### config.mk
export PLATFORM = sky130hd
export DESIGN_NAME = sc_engine
export DESIGN_NICKNAME = d
export VERILOG_FILES = /design/src/rtl/sc_chart_pkg.sv /design/src/rtl/sc_event_queue.sv /design/src/rtl/sc_select.sv /design/src/rtl/sc_config.sv /design/src/rtl/sc_engine.sv
export SDC_FILE = /design/constraint.sdc
export NUM_CORES = 1
export LEC_CHECK = 0
export ABC_AREA = 0
export BUFFER_PORTS_ARGS = -buffer_cell sky130_fd_sc_hd__clkbuf_2
export CAP_MARGIN = 15
export CORE_MARGIN = 2
export CORE_UTILIZATION = 43
export CTS_BUF_LIST = sky130_fd_sc_hd__clkbuf_16
export CTS_CLUSTER_SIZE = 25
export DETAILED_ROUTE_END_ITERATION = 12
export GPL_TIMING_DRIVEN = 0
export MAX_ROUTING_LAYER = met4
export PLACE_DENSITY = 0.61
export SYNTH_ARGS = -nofsm -noshare
export SYNTH_HDL_FRONTEND = slang
export SYNTH_SLANG_ARGS = --single-unit
export TNS_END_PERCENT = 5
### constraint.sdc
create_clock -name clk -period 3.48 [get_ports clk]
set_clock_uncertainty 0.15 [all_clocks]
set_input_delay 0.522 -clock clk [delete_from_list [all_inputs] [get_ports clk]]
set_output_delay 0.522 -clock clk [all_outputs]
set_load 0.05 [all_outputs]
### src/rtl/sc_chart_pkg.sv
package sc_chart_pkg;
  // Example chart used as default parameterisation.
  localparam int DEF_NS  = 10;
  localparam int DEF_NT  = 7;
  localparam int DEF_NEV = 4;

  // Per transition, index NT-1 first.
  localparam logic [DEF_NT-1:0][DEF_NS-1:0] DEF_SRC =
    {10'h001, 10'h002, 10'h004, 10'h100, 10'h080, 10'h020, 10'h010};
  localparam logic [DEF_NT-1:0][DEF_NS-1:0] DEF_EXIT =
    {10'h1FE, 10'h1FF, 10'h1FC, 10'h100, 10'h080, 10'h020, 10'h010};
  localparam logic [DEF_NT-1:0][DEF_NS-1:0] DEF_TGT =
    {10'h004, 10'h200, 10'h002, 10'h080, 10'h100, 10'h010, 10'h020};
  localparam logic [DEF_NT-1:0] DEF_EVENTLESS = 7'b0001000;
  localparam logic [DEF_NT-1:0][DEF_NEV-1:0] DEF_MATCH =
    {4'h3, 4'h4, 4'h4, 4'h0, 4'h8, 4'hF, 4'h8};
  localparam logic [DEF_NT-1:0][DEF_NT-1:0] DEF_CONFLICT =
    {7'h3F, 7'h5F, 7'h6F, 7'h70, 7'h70, 7'h70, 7'h70};

  // Per state, index NS-1 first: one-hot parent, zero for top level.
  localparam logic [DEF_NS-1:0][DEF_NS-1:0] DEF_PARENT =
    {10'h000, 10'h040, 10'h040, 10'h004, 10'h008,
     10'h008, 10'h004, 10'h001, 10'h001, 10'h000};
  localparam logic [DEF_NS-1:0] DEF_COMPOUND  = 10'h049;
  localparam logic [DEF_NS-1:0] DEF_PARALLEL  = 10'h004;
  localparam logic [DEF_NS-1:0] DEF_DEFAULT   = 10'h092;
  localparam logic [DEF_NS-1:0] DEF_TOP_FINAL = 10'h200;
  localparam logic [DEF_NS-1:0] DEF_INIT      = 10'h001;
endpackage

### src/rtl/sc_event_queue.sv
module sc_event_queue #(
  parameter int DEPTH = 4,
  parameter int EVW   = 2
) (
  input  logic           clk,
  input  logic           rst_n,
  input  logic           in_valid,
  output logic           in_ready,
  input  logic [EVW-1:0] in_code,
  input  logic           pop,
  output logic           empty,
  output logic           full,
  output logic [EVW-1:0] head
);
  localparam int AW = (DEPTH > 1) ? $clog2(DEPTH) : 1;
  localparam int CW = $clog2(DEPTH + 1);

  logic [EVW-1:0] mem [DEPTH];
  logic [AW-1:0]  wr_ptr, rd_ptr;
  logic [CW-1:0]  count;
  logic           push, do_pop;

  assign full     = (count == CW'(DEPTH));
  assign empty    = (count == '0);
  assign in_ready = !full;
  assign push     = in_valid && !full;
  assign do_pop   = pop && !empty;
  assign head     = mem[rd_ptr];

  always_ff @(posedge clk) begin
    if (push) mem[wr_ptr] <= in_code;
  end

  always_ff @(posedge clk or negedge rst_n) begin
    if (!rst_n) begin
      wr_ptr <= '0;
      rd_ptr <= '0;
      count  <= '0;
    end else begin
      if (push)   wr_ptr <= (wr_ptr == AW'(DEPTH - 1)) ? '0 : wr_ptr + 1'b1;
      if (do_pop) rd_ptr <= (rd_ptr == AW'(DEPTH - 1)) ? '0 : rd_ptr + 1'b1;
      count <= count + CW'(push) - CW'(do_pop);
    end
  end

  a_r9_no_overflow: assert property (@(posedge clk) disable iff (!rst_n)
    count <= CW'(DEPTH));
  a_r9_full_blocks_store: assert property (@(posedge clk) disable iff (!rst_n)
    (full && !pop) |=> full && $stable(wr_ptr));
endmodule

### src/rtl/sc_select.sv
module sc_select #(
  parameter int NS  = 10,
  parameter int NT  = 7,
  parameter int NEV = 4,
  parameter int EVW = 2,
  parameter logic [NT-1:0][NS-1:0]  SRC       = '0,
  parameter logic [NT-1:0]          EVENTLESS = '0,
  parameter logic [NT-1:0][NEV-1:0] MATCH     = '0,
  parameter logic [NT-1:0][NT-1:0]  CONFLICT  = '0
) (
  input  logic           clk,
  input  logic           rst_n,
  input  logic [NS-1:0]  active,
  input  logic           run_ok,
  input  logic           q_empty,
  input  logic [EVW-1:0] ev_code,
  output logic           take,
  output logic [NT-1:0]  sel
);
  logic [NT-1:0] src_on, cand;
  logic          spont_en;

  always_comb begin
    for (int t = 0; t < NT; t++) src_on[t] = |(SRC[t] & active);
    spont_en = |(src_on & EVENTLESS);
    take     = run_ok && !spont_en && !q_empty;
    for (int t = 0; t < NT; t++)
      cand[t] = src_on[t] && (spont_en ? EVENTLESS[t]
                                       : (!EVENTLESS[t] && take && MATCH[t][ev_code]));
  end

  // Priority walk: earlier grants block later conflicting candidates.
  always_comb begin
    logic [NT-1:0] g;
    g = '0;
    for (int t = 0; t < NT; t++)
      g[t] = cand[t] && !(|(g & CONFLICT[t]));
    sel = g;
  end

  for (genvar t = 0; t < NT; t++) begin : g_chk
    a_r5_conflict_free: assert property (@(posedge clk) disable iff (!rst_n)
      sel[t] |-> !(|(sel & CONFLICT[t])));
    a_r7_phase_split: assert property (@(posedge clk) disable iff (!rst_n)
      (sel[t] && take) |-> !EVENTLESS[t]);
  end
endmodule

### src/rtl/sc_config.sv
module sc_config #(
  parameter int NS = 10,
  parameter int NT = 7,
  parameter logic [NT-1:0][NS-1:0] EXIT     = '0,
  parameter logic [NT-1:0][NS-1:0] TGT      = '0,
  parameter logic [NS-1:0][NS-1:0] PARENT   = '0,
  parameter logic [NS-1:0]         COMPOUND = '0,
  parameter logic [NS-1:0]         PARALLEL = '0,
  parameter logic [NS-1:0]         DEFAULT  = '0,
  parameter logic [NS-1:0]         INIT     = '0
) (
  input  logic [NS-1:0] active,
  input  logic [NT-1:0] sel,
  input  logic          run_ok,
  output logic [NS-1:0] next_active
);
  always_comb begin
    logic [NS-1:0] ex, tg, up, stay, occ, ent;
    ex = '0;
    tg = '0;
    for (int t = 0; t < NT; t++)
      if (sel[t]) begin
        ex = ex | EXIT[t];
        tg = tg | TGT[t];
      end
    ex = ex & active;
    if (!run_ok) tg = INIT;
    // Upward: targets pull in their ancestors (children have higher indices).
    up = tg;
    for (int s = NS - 1; s >= 0; s--)
      for (int p = 0; p < NS; p++)
        if (PARENT[s][p] && up[s]) up[p] = 1'b1;
    // Which parents keep or gain a child.
    stay = (active & ~ex) | up;
    occ  = '0;
    for (int s = 0; s < NS; s++)
      for (int p = 0; p < NS; p++)
        if (PARENT[s][p] && stay[s]) occ[p] = 1'b1;
    // Downward: parallel children and default completion.
    ent = up;
    for (int s = 0; s < NS; s++)
      for (int p = 0; p < NS; p++)
        if (PARENT[s][p] && ent[p] &&
            (PARALLEL[p] || (COMPOUND[p] && DEFAULT[s] && !occ[p])))
          ent[s] = 1'b1;
    next_active = (active & ~ex) | ent;
  end
endmodule

### src/rtl/sc_engine.sv
module sc_engine
  import sc_chart_pkg::*;
#(
  parameter int NS    = DEF_NS,
  parameter int NT    = DEF_NT,
  parameter int NEV   = DEF_NEV,
  parameter int DEPTH = 4,
  parameter logic [NT-1:0][NS-1:0]  SRC       = DEF_SRC,
  parameter logic [NT-1:0][NS-1:0]  EXIT      = DEF_EXIT,
  parameter logic [NT-1:0][NS-1:0]  TGT       = DEF_TGT,
  parameter logic [NT-1:0]          EVENTLESS = DEF_EVENTLESS,
  parameter logic [NT-1:0][NEV-1:0] MATCH     = DEF_MATCH,
  parameter logic [NT-1:0][NT-1:0]  CONFLICT  = DEF_CONFLICT,
  parameter logic [NS-1:0][NS-1:0]  PARENT    = DEF_PARENT,
  parameter logic [NS-1:0]          COMPOUND  = DEF_COMPOUND,
  parameter logic [NS-1:0]          PARALLEL  = DEF_PARALLEL,
  parameter logic [NS-1:0]          DEFAULT   = DEF_DEFAULT,
  parameter logic [NS-1:0]          TOP_FINAL = DEF_TOP_FINAL,
  parameter logic [NS-1:0]          INIT      = DEF_INIT,
  localparam int EVW = (NEV > 1) ? $clog2(NEV) : 1
) (
  input  logic           clk,
  input  logic           rst_n,
  input  logic           en,
  input  logic           ev_valid,
  output logic           ev_ready,
  input  logic [EVW-1:0] ev_code,
  output logic [NS-1:0]  active_o,
  output logic           complete_o,
  output logic           err_o
);
  logic [NS-1:0]  active_q, next_active;
  logic [NT-1:0]  sel;
  logic [EVW-1:0] head;
  logic           booted, q_empty, q_full, take, run_ok;

  assign run_ok = booted;

  sc_event_queue #(.DEPTH(DEPTH), .EVW(EVW)) u_queue (
    .clk(clk), .rst_n(rst_n),
    .in_valid(ev_valid), .in_ready(ev_ready), .in_code(ev_code),
    .pop(take && en), .empty(q_empty), .full(q_full), .head(head)
  );

  sc_select #(
    .NS(NS), .NT(NT), .NEV(NEV), .EVW(EVW),
    .SRC(SRC), .EVENTLESS(EVENTLESS), .MATCH(MATCH), .CONFLICT(CONFLICT)
  ) u_select (
    .clk(clk), .rst_n(rst_n),
    .active(active_q), .run_ok(run_ok), .q_empty(q_empty), .ev_code(head),
    .take(take), .sel(sel)
  );

  sc_config #(
    .NS(NS), .NT(NT), .EXIT(EXIT), .TGT(TGT), .PARENT(PARENT),
    .COMPOUND(COMPOUND), .PARALLEL(PARALLEL), .DEFAULT(DEFAULT), .INIT(INIT)
  ) u_config (
    .active(active_q), .sel(sel), .run_ok(run_ok), .next_active(next_active)
  );

  always_ff @(posedge clk or negedge rst_n) begin
    if (!rst_n) begin
      active_q <= '0;
      booted   <= 1'b0;
      err_o    <= 1'b0;
    end else begin
      err_o <= q_full;
      if (en) begin
        active_q <= next_active;
        booted   <= 1'b1;
      end
    end
  end

  assign active_o   = active_q;
  assign complete_o = |(active_q & TOP_FINAL);

  a_r3_stall_holds: assert property (@(posedge clk) disable iff (!rst_n)
    !en |=> $stable(active_q));
  a_r10_err_tracks_full: assert property (@(posedge clk) disable iff (!rst_n)
    q_full |=> err_o);
  a_r8_quiet_step: assert property (@(posedge clk) disable iff (!rst_n)
    (en && booted && !(|sel)) |=> $stable(active_q));
  for (genvar s = 0; s < NS; s++) begin : g_tree
    if (PARENT[s] != '0) begin : g_has_parent
      a_r8_parent_active: assert property (@(posedge clk) disable iff (!rst_n)
        active_q[s] |-> |(active_q & PARENT[s]));
    end
  end
endmodule

=== After elaboration in Yosys (flattened, before gate mapping) ===
Memories as Yosys holds them, arrays and structs flattened.
Index checks and enable logic that the tools add are counted.

* Bits in registers: 19
* Latch bits: 0
* RAM bits: 8
* Bits in read-only memories: 0
* Input bits: 6
* Output and inout port bits: 13
* Logic and storage cells: 106
* Memories kept: 1

{| class="wikitable"
|+ Memory list
! name !! words !! width !! rd ports !! clocked after memory_dff !! write ports !! line !! RTL
|-
| u_queue.mem || 4 || 2 || 1 || 0 || 1 || sc_event_queue.sv:18 || <nowiki>logic [EVW-1:0] mem [DEPTH];</nowiki>
|}

* $add $sub $neg: 4
* Multipliers: 0
* Divide/modulo/power cells: 0
* Order comparisons: 1
* Equal/unequal tests: 3
* Shift-type cells: 0
* Mux-type cells: 51
* Bitwise operators: 5
* Reductions and logical operators: 35

{| class="wikitable"
|+ Operators by type and width
! kind !! number
|-
| 9-bit 2-to-1 mux || 5
|-
| 1-bit 2-to-1 mux || 30
|-
| 1-bit logical AND || 22
|-
| 10-bit bitwise AND || 2
|-
| 10-bit 2-to-1 mux || 2
|-
| 8-bit 2-to-1 mux || 2
|-
| 6-bit 2-to-1 mux || 2
|-
| 5-bit 2-to-1 mux || 2
|-
| 10-bit inverter || 1
|-
| 10-bit bitwise OR || 1
|-
| 1-bit zero test || 9
|-
| 9-bit bitwise OR || 1
|-
| 1-bit binary-select mux with 2-bit select || 4
|-
| 2-bit 2-to-1 mux || 3
|-
| 6-bit OR reduction || 1
|-
| 5-bit OR reduction || 1
|-
| 2-bit by 1-bit adder with 2-bit output (second input constant) || 2
|-
| 2-bit equality test (second input constant) || 2
|-
| 4-bit OR reduction || 1
|-
| 3-bit by 1-bit adder with 3-bit output || 1
|-
| 3-bit equality test (second input constant) || 1
|-
| 3-bit zero test || 1
|-
| 2-bit by 3-bit < comparator with 1-bit output (second input constant) || 1
|-
| 3-bit 2-to-1 mux || 1
|-
| 3-bit by 1-bit subtractor with 3-bit output || 1
|}

=== Depth between registers and ports, before layout ===
* Word-level depth: 30
* Depth in mapped cells: 11
* Gate-level depth less buffers: 11

=== Hierarchy ===
A second synthesis with hierarchy kept.

* Cell total of the unflattened synthesis: 118
* Area, all modules: 1524.0 µm²

{| class="wikitable"
|+ Modules (own cells, without submodules)
! module !! instances !! cells an instance !! area each (µm²) !! sequential area each (µm²)
|-
| sc_event_queue || 1 || 54 || 760.7 || 415.4
|-
| sc_engine || 1 || 26 || 475.5 || 300.3
|-
| sc_config || 1 || 26 || 181.4 || 0.0
|-
| sc_select || 1 || 12 || 106.4 || 0.0
|}

=== Worst setup path after synthesis ===
No wires, ideal clock.

* Path kind: reg2reg
* From: register active_q[8] (netlist: active_o[8])
* To: register u_queue.count[2]
* Setup time: 0.123 ns
* Data arrival time: 2.326 ns
* Data required time: 3.207 ns
* Setup slack: 0.882 ns
* Stages on the path, launching flop included: 12
* Buffers on the path: 0
* Clock period less this slack: 2.598 ns
* Path through: dfrtp_1 nand2b_1 nor2_1 nand2_1 inv_1 ha_1 inv_1 ha_1 inv_1 fa_1 xnor2_1 xnor2_1

* Longest elaborated chain between the ends: 6

{| class="wikitable"
|+ RTL lines
! item !! line !! RTL
|-
| start, declared || sc_engine.sv:32 || <nowiki>logic [NS-1:0] active_q, next_active;</nowiki>
|-
| start signal, assigned || sc_engine.sv:69 || <nowiki>active_q <= next_active;</nowiki>
|-
| 1-bit zero test || sc_select.sv:26 || <nowiki>take = run_ok && !spont_en && !q_empty;</nowiki>
|-
| 1-bit logical AND (2 in series) || sc_select.sv:26 ||
|-
| 1-bit logical AND || sc_engine.sv:42 || <nowiki>.pop(take && en), .empty(q_empty), .full(q_full), .head(head)</nowiki>
|-
| 1-bit logical AND || sc_event_queue.sv:27 || <nowiki>assign do_pop = pop && !empty;</nowiki>
|-
| via u_queue.do_pop || sc_event_queue.sv:21 || <nowiki>logic push, do_pop;</nowiki>
|-
| 3-bit by 1-bit subtractor with 3-bit output || sc_event_queue.sv:42 || <nowiki>count <= count + CW'(push) - CW'(do_pop);</nowiki>
|-
| end signal, assigned || sc_event_queue.sv:42 ||
|-
| end, declared || sc_event_queue.sv:20 || <nowiki>logic [CW-1:0] count;</nowiki>
|}

The timed path passes the listed nets, and every way through them passes these cells.
A chain may end at the register's enable or synchronous reset.

=== Final worst setup path ===
* From: register u_queue.count[1]
* To: register u_queue.count[2]

* Longest elaborated chain between the ends: 6
* Elaborated cells on any way between the ends: 10
* Classes of those cells: add/sub: 2; eq/ne: 1; reduce/logical: 7

{| class="wikitable"
|+ RTL lines
! item !! line !! RTL
|-
| 3-bit zero test * || sc_event_queue.sv:24 || <nowiki>assign empty = (count == '0);</nowiki>
|-
| 1-bit zero test * || sc_event_queue.sv:27, sc_select.sv:26 ||
|-
| 1-bit logical AND || sc_select.sv:26 ||
|-
| 1-bit logical AND || sc_engine.sv:42 ||
|-
| 1-bit logical AND * || sc_event_queue.sv:27 ||
|-
| via u_queue.do_pop || sc_event_queue.sv:21 ||
|-
| 3-bit by 1-bit subtractor with 3-bit output * || sc_event_queue.sv:42 ||
|}

Mark *: on every way through the listed nets, which the timed path passes. The rest lies on a longest branch.

==> flow_metrics.env <==
export IMPL_synth_flop_cell="dfrtp_1"
export IMPL_maxSlewHeadroom_pct=68.3
export IMPL_vias_per_cell=5.29
export IMPL_die_y_um=59.2
export IMPL_fmax_mhz=357
export IMPL_grt_max_degree=20
export IMPL_syn_nets=132
export IMPL_cts_tree="done"
export IMPL_yosysSeqAreaShare_pct=54.7
export IMPL_synth_seq_cells=27
export IMPL_wirelength_um=2240
export IMPL_cts_hold_buf=0
export IMPL_grt_first_pass_wirelength_um=4000
export IMPL_htree_levels=1
export IMPL_period_minus_slack_ns=2.80
export IMPL_drt_iter0_drc=13
export IMPL_synthTopCellsByCount="dfrtp_1, nand2_1, inv_1"
export IMPL_place_gp_congestion=0.807
export IMPL_path_class="register to register"
export IMPL_antenna_found_initial=0
export IMPL_synth_edff_count=8
export IMPL_critical_path_required_ns=3.47
export IMPL_min_period_over_period_pct=80.6
export IMPL_start_util_pct=43.9
export IMPL_min_path_type="primary input to asynchronous set/reset pin"
export IMPL_io_pins=19
export IMPL_cap_viol_max_count=0
export IMPL_wl_per_cell_um=13.0
export IMPL_num_rows=20
export IMPL_worstSetupEndpointType="register"
export IMPL_synthesis_area_sq_mm=0.00131
export IMPL_clock_latency_ns=0.26
export IMPL_grt_pass1_vias=879
export IMPL_coreArea_sq_mm=0.00298
export IMPL_path_clk_slew_ns=0.07
export IMPL_via_count=915
export IMPL_post_synth_top_area_fraction_pct=36.3
export IMPL_cts_buffers=3
export IMPL_post_dp_hpwl_um=1780
export IMPL_worst_pin_slew_ns=0.469
export IMPL_cts_resized=0
export IMPL_fin_nets=155
export IMPL_syn_inst=118
export IMPL_setup_viol=0
export IMPL_tns_ns=0
export IMPL_cts_root_buf="clkbuf_16"
export IMPL_drtPass1Iterations=4
export IMPL_yosysWarningCount=0
export IMPL_crit_fanout=7
export IMPL_hold_viol_final=0
export IMPL_rsz0062_at_grt="no"
export IMPL_async_flop_share_pct=70.4
export IMPL_status="finished clean"
export IMPL_grt_usage_pct=15.7
export IMPL_die_w_um=59.2
export IMPL_layout_drive_gt1_share_pct=20.7
export IMPL_synth_avg_cell_area_sq_um=11.1
export IMPL_route_detailed_drc=0
export IMPL_antenna_left=0
export IMPL_cp_start_kind="register"
export IMPL_report_final_slew_viol_count=0
export IMPL_grt_overflow=0
export IMPL_arrival_ns=2.80
export IMPL_ys_top_cells_by_area="dfrtp_1, edfxtp_1, ha_1"
export IMPL_dieArea_sq_mm=0.00350
export IMPL_clock_sinks=27
export IMPL_antennaDiodeCount=0
export IMPL_area_growth_pct=16.4
export IMPL_io_buffers=18
export IMPL_cts_buffer_depth=2
export IMPL_fill_cells=269
export IMPL_synth_top_cell_by_area="dfrtp_1"
export IMPL_postCtsSetupBuffers=0
export IMPL_yosysUniqueCellTypes=33
## worst max-delay path, cell delays in order, from the launching register on
cell	delay, ns
dfrtp_1	0.43
nor3_1	0.38
nor2_1	0.13
nand2_1	0.23
inv_1	0.18
ha_1	0.32
inv_1	0.05
ha_1	0.13
inv_1	0.05
fa_1	0.38
xnor2_1	0.15
xnor2_1	0.12
## state kept, by name (all words and copies together) (netlist names)
name            count
err_o               1
active_o           10
u_queue.mem         8
u_queue.count       3
u_queue.wr_ptr      2
u_queue.rd_ptr      2
booted              1
## layout make-up
cell class              count  area (sq um)  share of cell area, %
clock inverters             1          8.76                  0.575
flip-flops and latches     27           716                   47.0
well taps                  33          41.3                   2.71
plain buffers               1          7.51                  0.493
clock buffers               3          75.1                   4.93
inverters                  12          45.0                   2.96
multi-input cells          78           541                   35.5
repair buffers             18          90.1                   5.91
## worst paths after layout
check | to | slack [ns] | from | cells after the start
hold / removal | err_o | 0.06 | rst_n | 1
min in group clk | active_o[3] | 0.34 | active_o[3] | 2
hold reg to reg | active_o[3] | 0.34 | active_o[3] | 2
setup / recovery | u_queue.count[2] | 0.68 | u_queue.count[1] | 11
setup reg to reg | u_queue.count[2] | 0.68 | u_queue.count[1] | 11
max in group asynchronous | active_o[7] | 2.79 | rst_n | 1
## kinds of logic after synthesis
kind of cell / share of synthesized area [%]
adders and majority gates: 8.22
DFF: 54.7
buffers and inverters: 4.02
xor gates and xnor gates: 1.34
AOI/OAI and AO/OA: 10.9
and+or+nand+nor: 17.4
muxes: 3.44
## cells in the final DEF (no fill, tap or decap)
cell / instances
nor2_1: 8
o211a_1: 1
inv_1: 12
mux4_2: 2
and2_1: 1
nand3_1: 2
o211ai_1: 2
a21boi_1: 1
a41o_1: 2
or2_2: 1
nand2b_1: 1
nand2_1: 19
o21ai_0: 5
and3_1: 5
buf_4: 1
nor3_1: 4
nor3b_2: 1
a21o_1: 1
and2_0: 1
nor2b_1: 1
dfrtp_1: 19
o21ai_1: 3
clkbuf_2: 18
xnor2_1: 2
o31a_1: 1
or3_1: 1
fa_1: 1
nor2_2: 1
a221oi_1: 1
inv_6: 1
nor4b_1: 1
o221ai_1: 1
ha_1: 7
o21ai_4: 1
edfxtp_1: 8
clkbuf_16: 3
## routing by layer
layer	up-vias	wire, um	GRT usage, %
met5	-	0	-
met4	0	15	2.92
li1	456	-	-
met3	2	71	3.93
met1	446	1030	19.3
met2	11	1130	26.5
## through the flow
step	hold slack, ns	area, sq um	setup WS [ns]	std cells	utilization (%)
after floorplan	0.0764	1310	0.882	118	-
after global placement	0.314	1440	0.743	169	48.4
after detailed placement	0.327	1440	0.649	169	48.4
after CTS	0.0726	1520	0.640	173	51.2
after global routing	0.0995	1520	0.426	173	51.2
final	0.0614	1520	0.676	173	51.2
Power is left out: the tool's default activity adds up to more than one toggle a clock period on the data nets, which glitch-free logic cannot reach.
